## config.mk

```make
export PLATFORM = sky130hd
export DESIGN_NAME = ham_sec_codec
export DESIGN_NICKNAME = d
export VERILOG_FILES = /design/src/rtl/ham_pkg.sv /design/src/rtl/ham_encoder.sv /design/src/rtl/ham_syndrome.sv /design/src/rtl/ham_corrector.sv /design/src/rtl/ham_sec_codec.sv
export SDC_FILE = /design/constraint.sdc
export NUM_CORES = 1
export LEC_CHECK = 0
export BUFFER_PORTS_ARGS = -buffer_cell sky130_fd_sc_hd__buf_2
export CAP_MARGIN = 5
export CORE_AREA = 5 5 83 85
export CTS_BUF_LIST = sky130_fd_sc_hd__clkbuf_4 sky130_fd_sc_hd__clkbuf_8
export CTS_CLUSTER_SIZE = 20
export DETAILED_ROUTE_END_ITERATION = 8
export DIE_AREA = 0 0 88 90
export PLACE_DENSITY = 0.53
export SYNTH_ARGS = -nofsm -noshare
export SYNTH_HDL_FRONTEND = slang
export SYNTH_SLANG_ARGS = --single-unit
```

## constraint.sdc

```tcl
create_clock -name clk -period 7.25 [get_ports clk]
set_clock_uncertainty 0.1 [all_clocks]
set_input_delay 1.0875 -clock clk [delete_from_list [all_inputs] [get_ports clk]]
set_output_delay 1.0875 -clock clk [all_outputs]
set_load 0.02 [all_outputs]
```

## src/rtl/ham_pkg.sv

```systemverilog
package ham_pkg;
    localparam int DATA_W = 8;
    localparam int PAR_W  = 4;
    localparam int CODE_W = DATA_W + PAR_W;
    localparam int SYN_W  = PAR_W;

    typedef logic [DATA_W-1:0] data_t;
    typedef logic [CODE_W-1:0] code_t;
    typedef logic [SYN_W-1:0]  syn_t;

    typedef struct packed {
        data_t data;
        code_t code;
        logic  err;
        logic  uncorr;
        syn_t  pos;
    } dec_out_t;

    function automatic logic is_pow2(input int p);
        return (p & (p - 1)) == 0;
    endfunction

    // scatter data bits, MSB first, over the non-power-of-two positions
    function automatic code_t place_data(input data_t d);
        code_t c;
        int    idx;
        c   = '0;
        idx = DATA_W - 1;
        for (int p = 1; p <= CODE_W; p++) begin
            if (!is_pow2(p)) begin
                c[p-1] = d[idx];
                idx    = idx - 1;
            end
        end
        return c;
    endfunction

    function automatic data_t pick_data(input code_t c);
        data_t d;
        int    idx;
        d   = '0;
        idx = DATA_W - 1;
        for (int p = 1; p <= CODE_W; p++) begin
            if (!is_pow2(p)) begin
                d[idx] = c[p-1];
                idx    = idx - 1;
            end
        end
        return d;
    endfunction

    function automatic syn_t check_bits(input code_t c);
        syn_t s;
        s = '0;
        for (int k = 0; k < PAR_W; k++)
            for (int p = 1; p <= CODE_W; p++)
                if (p[k]) s[k] = s[k] ^ c[p-1];
        return s;
    endfunction

    function automatic code_t encode_word(input data_t d);
        code_t c;
        logic  par;
        c = place_data(d);
        for (int k = 0; k < PAR_W; k++) begin
            par = 1'b0;
            for (int p = 1; p <= CODE_W; p++)
                if (p[k] && p != (1 << k)) par = par ^ c[p-1];
            c[(1 << k) - 1] = par;
        end
        return c;
    endfunction
endpackage

```

## src/rtl/ham_encoder.sv

```systemverilog
module ham_encoder
    import ham_pkg::*;
(
    input  data_t data_i,
    output code_t code_o
);
    assign code_o = encode_word(data_i);
endmodule

```

## src/rtl/ham_syndrome.sv

```systemverilog
module ham_syndrome
    import ham_pkg::*;
(
    input  code_t code_i,
    output syn_t  syn_o
);
    assign syn_o = check_bits(code_i);
endmodule

```

## src/rtl/ham_corrector.sv

```systemverilog
module ham_corrector
    import ham_pkg::*;
(
    input  code_t    code_i,
    input  syn_t     syn_i,
    output dec_out_t res_o
);
    code_t fixed;
    logic  in_range;

    always_comb begin
        in_range = (int'(syn_i) <= CODE_W);
        fixed    = code_i;
        if (syn_i != '0 && in_range)
            fixed[int'(syn_i) - 1] = ~code_i[int'(syn_i) - 1];
        res_o.code   = fixed;
        res_o.data   = pick_data(fixed);
        res_o.err    = (syn_i != '0);
        res_o.uncorr = (syn_i != '0) && !in_range;
        res_o.pos    = (syn_i != '0 && in_range) ? syn_i : '0;
    end
endmodule

```

## src/rtl/ham_sec_codec.sv

```systemverilog
module ham_sec_codec
    import ham_pkg::*;
#(
    parameter bit REG_OUT = 1'b1
) (
    input  logic                clk,
    input  logic                rst,
    input  logic                enc_valid_i,
    input  logic [DATA_W-1:0]   enc_data_i,
    output logic                enc_valid_o,
    output logic [CODE_W-1:0]   enc_code_o,
    input  logic                dec_valid_i,
    input  logic [CODE_W-1:0]   dec_code_i,
    output logic                dec_valid_o,
    output logic [DATA_W-1:0]   dec_data_o,
    output logic [CODE_W-1:0]   dec_code_o,
    output logic                dec_err_o,
    output logic                dec_uncorr_o,
    output logic [SYN_W-1:0]    dec_pos_o
);
    code_t    enc_word;
    syn_t     syn;
    dec_out_t dec_res;
    dec_out_t dec_q;

    ham_encoder   u_enc (.data_i(enc_data_i), .code_o(enc_word));
    ham_syndrome  u_syn (.code_i(dec_code_i), .syn_o(syn));
    ham_corrector u_cor (.code_i(dec_code_i), .syn_i(syn), .res_o(dec_res));

    generate
        if (REG_OUT) begin : g_reg
            logic  enc_v_q, dec_v_q;
            code_t enc_q;
            always_ff @(posedge clk) begin
                if (rst) begin
                    enc_v_q <= 1'b0;
                    dec_v_q <= 1'b0;
                    enc_q   <= '0;
                    dec_q   <= '0;
                end else begin
                    enc_v_q <= enc_valid_i;
                    dec_v_q <= dec_valid_i;
                    if (enc_valid_i) enc_q <= enc_word;
                    if (dec_valid_i) dec_q <= dec_res;
                end
            end
            assign enc_valid_o = enc_v_q;
            assign enc_code_o  = enc_q;
            assign dec_valid_o = dec_v_q;

            assert_enc_lag_R7: assert property (@(posedge clk) disable iff (rst)
                enc_valid_i |=> enc_valid_o);
            assert_dec_lag_R7: assert property (@(posedge clk) disable iff (rst)
                !dec_valid_i |=> !dec_valid_o);
            assert_dec_hold_R9: assert property (@(posedge clk) disable iff (rst)
                !dec_valid_i |=> $stable(dec_code_o));
        end else begin : g_comb
            assign enc_valid_o = enc_valid_i;
            assign enc_code_o  = enc_word;
            assign dec_valid_o = dec_valid_i;
            assign dec_q       = dec_res;
        end
    endgenerate

    assign dec_data_o   = dec_q.data;
    assign dec_code_o   = dec_q.code;
    assign dec_err_o    = dec_q.err;
    assign dec_uncorr_o = dec_q.uncorr;
    assign dec_pos_o    = dec_q.pos;

    // encoder output must satisfy every check of the decoder side
    assert_enc_clean_R2: assert property (@(posedge clk) disable iff (rst)
        enc_valid_o |-> (check_bits(enc_code_o) == '0));
    // a repaired word is a legal code word
    assert_fix_clean_R3: assert property (@(posedge clk) disable iff (rst)
        (dec_valid_o && !dec_uncorr_o) |-> (check_bits(dec_code_o) == '0));
    assert_pos_range_R3: assert property (@(posedge clk) disable iff (rst)
        (dec_valid_o && dec_err_o && !dec_uncorr_o) |->
            (dec_pos_o != '0 && int'(dec_pos_o) <= CODE_W));
    assert_uncorr_flags_R6: assert property (@(posedge clk) disable iff (rst)
        dec_uncorr_o |-> (dec_err_o && dec_pos_o == '0));
    assert_clean_pos_R4: assert property (@(posedge clk) disable iff (rst)
        !dec_err_o |-> (dec_pos_o == '0 && !dec_uncorr_o));
endmodule

```

==> summary.txt <==
Finish
  • Share of layout cells above drive strength 1: 30.4%
  • Most common cell after layout, fill and taps aside: buf_2
  • Ant diodes: 0
  • Area Growth Syn to Fin: 19.8%
  • Most frequent cells in the layout: 63 x buf_2, 32 x dfxtp_1, 19 x xnor2_1, 19 x nor2_1, 11 x mux2i_1
  • Nets@finish: 298
  • Final Instance Area: 2460 µm²

STA
  • Fmax: 279 MHz
  • Min cycle time layout: 3.59 ns
  • TNS Setup: 0 ns
  • Worst Max-Slew Pin Slew: 0.668 ns
  • Final Setup Violations: 0
  • RSZ-0062 raised after global routing: no
  • Max_slew headroom: 55.4%
  • Max Slew Vio Count: 0
  • PnR worst setup slack: 3.66 ns
  • Final Hold Viols: 0
  • Part of the cycle the worst path needs: 49.5%

Yosys
  • Syn Inst Count: 220
  • Synth warn: 0
  • Avg Synthesized Cell Area: 9.34 µm²
  • Async set-reset flop share out of synthesis: 0%
  • Post-Syn Area: 2060 µm²
  • Ys flop type: dfxtp_1
  • Post-synth EDFFs: 0
  • Syn Nets: 249
  • Sequential share of the synthesized area: 31.2%
  • Yosys cell types: 49
  • Synth Register Bits: 32

Clock network
  • Clk root buf: clkbuf_8
  • Setup Buffers After CTS: 0
  • Clock Sink Count: 32
  • H-Tree Depth: 2
  • CTS tree: yes
  • Clock Path Buffers: 2
  • Worst-path clk slew: 0.07 ns
  • Clk Latency, worst-skew pair: 0.29 ns
  • Inserted Clock Buffers: 5
  • Hold-fix buffers, CTS: 0
  • Post-cts sizing count: 0

Setup path
  • CP max stage delay: 0.59 ns
  • Crit-path leading delay family: XOR/XNOR gates
  • Buf/Inv on CP: 1
  • Crit path to: dec_data_o[0]
  • Crit path DAT: 3.68 ns
  • Slowest CP cell: xnor3_2
  • Setup crit start: dec_code_i[6]
  • Critical Path Source Type: input pin
  • Critical Path Fanout Max: 10
  • Reg2Reg Launch Point: dec_data_o[0]
  • Required @ worst endpoint: 7.35 ns
  • Worst setup EP type: register
  • RR Endpoint: dec_data_o[0]
  • Setup CP Type: in2reg
  • Worst reg-to-reg setup slack: 6.24 ns
  • Reg2Reg Depth: 3
  • Critical path cell sequence: buf_2 > xor2_1 > xnor3_2 > ha_1 > or3b_1 > o31ai_4 > a221oi_1 > a311oi_1
  • Levels on crit path: 8

Routing
  • Wirelength, routed: 5.17 mm
  • Vias: 1,756
  • DRT iter0 DRCs: 68
  • Vias per cell: 5.06
  • Pre-Repair DR Iteration Count: 4
  • Routed len/inst: 14.9 µm
  • ANT nets after route: 0
  • Remaining DRCs: 0

GRT
  • First-pass GRT wire length: 8.45 mm
  • Grt ovf: 0
  • Vias in the first global route: 1,708
  • Antenna violations before repair: 0
  • Pin count of the biggest net entering global routing: 37
  • Tot GR Track Use: 13.4%

Die
  • Num ports: 64
  • Placement row count: 29
  • Die height: 90 µm
  • CORE AREA: 6130 µm²
  • Starting Density: 33.5%
  • Die area: 7920 µm²
  • Die X-Extent: 88 µm

Pwr
  • Power per cell area: 268 nW/µm²
  • LEAKAGE: 0.00108 µW
  • Max IR drop VDD: 0.102 mV

Outcome
  • Outcome: completed

Place
  • Pre-CTS setup slack: 3.38 ns
  • DP Area: 2350 µm²
  • Buffers on Ports: 63
  • Gp weighted congestion: 0.789
  • DP HPWL: 3.74 mm

Hold path
  • Hold path start: dec_pos_o[2]
  • WHS Path Cells: 2
  • Worst hold path class: reg2reg

Job
  • Number of max-cap violations: 0
[report_power, final]
| part | internal (µW) | switching, µW |
|---|---|---|
| logic | 106 | 176 |
| registers | 194 | 8.61 |
| clock network | 102 | 72.1 |
[cell usage after synthesis, drive strengths merged, types with 2 or more instances]
cell type | count | area, µm²
a211oi | 6 | 45.0
nand2 | 9 | 33.8
ha | 5 | 62.6
a21oi | 4 | 20.0
o2111ai | 4 | 35.0
a21boi | 2 | 15.0
o21ai | 5 | 25.0
mux2i | 12 | 133
clkbuf | 10 | 37.5
o31ai | 2 | 28.8
nand3b | 2 | 15.0
buf | 11 | 78.8
xnor2 | 20 | 183
o22ai | 3 | 18.8
xnor3 | 3 | 70.1
dfxtp | 32 | 641
nor3b | 4 | 30.0
nor3 | 4 | 20.0
nor2 | 19 | 71.3
nor2b | 9 | 56.3
o221ai | 5 | 43.8
inv | 11 | 41.3
a311o | 4 | 40.0
a311oi | 5 | 43.8
xor2 | 6 | 60.1
a221oi | 4 | 35.0
nand2b | 6 | 37.5
[through the flow]
| stage | utilization (%) | hold slack, ns | cells | total power [µW] |
|---|---|---|---|---|
| 5_1_grt | 40.2 | 0.410 | 347 | 705 |
| 3_5_place_dp | 38.3 | 0.365 | 339 | 489 |
| 3_3_place_gp | 38.3 | 0.357 | 339 | 489 |
| 6_report | 40.2 | 0.382 | 347 | 659 |
| 4_1_cts | 40.2 | 0.384 | 347 | 666 |
| 2_1_floorplan | - | 0.444 | 220 | 420 |
[worst min-delay path by stage]
stage	end
floorplan	dec_pos_o[2]
global placement	dec_pos_o[2]
detailed placement	dec_pos_o[2]
CTS	dec_pos_o[2]
global route	dec_pos_o[2]
finish	dec_pos_o[2]
[cell families after synthesis]
| kind of cell | after synthesis | synth area share, % |
|---|---|---|
| AND/OR/NAND/NOR | 58 | 14.7 |
| AO/OA/AOI/OAI | 50 | 19.5 |
| buffers and inverters | 32 | 7.67 |
| flip-flops | 32 | 31.2 |
| XOR/XNOR | 30 | 16.4 |
| multiplexers | 13 | 7.55 |
| adder cells (fa/ha/maj) | 5 | 3.04 |
[layout make-up]
class / instances / area [µm²]
Fill cell: 636 / 3670
Multi-Input combinational cell: 156 / 1260
Sequential cell: 32 / 641
Timing Repair Buffer: 63 / 315
Tap cell: 77 / 96.3
Clock buffer: 5 / 68.8
Clock inverter: 3 / 42.5
Inverter: 11 / 41.3
[per-layer routing]
metal	wire length, µm	global-route usage, %	vias up
met4	42	3.45	0
met5	0	0	-
li1	-	-	882
met1	2330	17.3	804
met3	476	4.57	4
met2	2320	21.0	66
[flip-flops by register name, summed over array words and instances, names as in the netlist]
name	flops
dec_uncorr_o	1
dec_code_o	5
dec_err_o	1
dec_data_o	7
enc_valid_o	1
dec_pos_o	4
enc_code_o	12
dec_valid_o	1
[worst reg2reg max path, delay by kind of cell, from the launching register on]
family           cells  cell delay [ns]
flip-flops           1             0.35
AO/OA/AOI/OAI        2             0.32
AND/OR/NAND/NOR      1             0.14
Power figures use the tool's default switching activity.
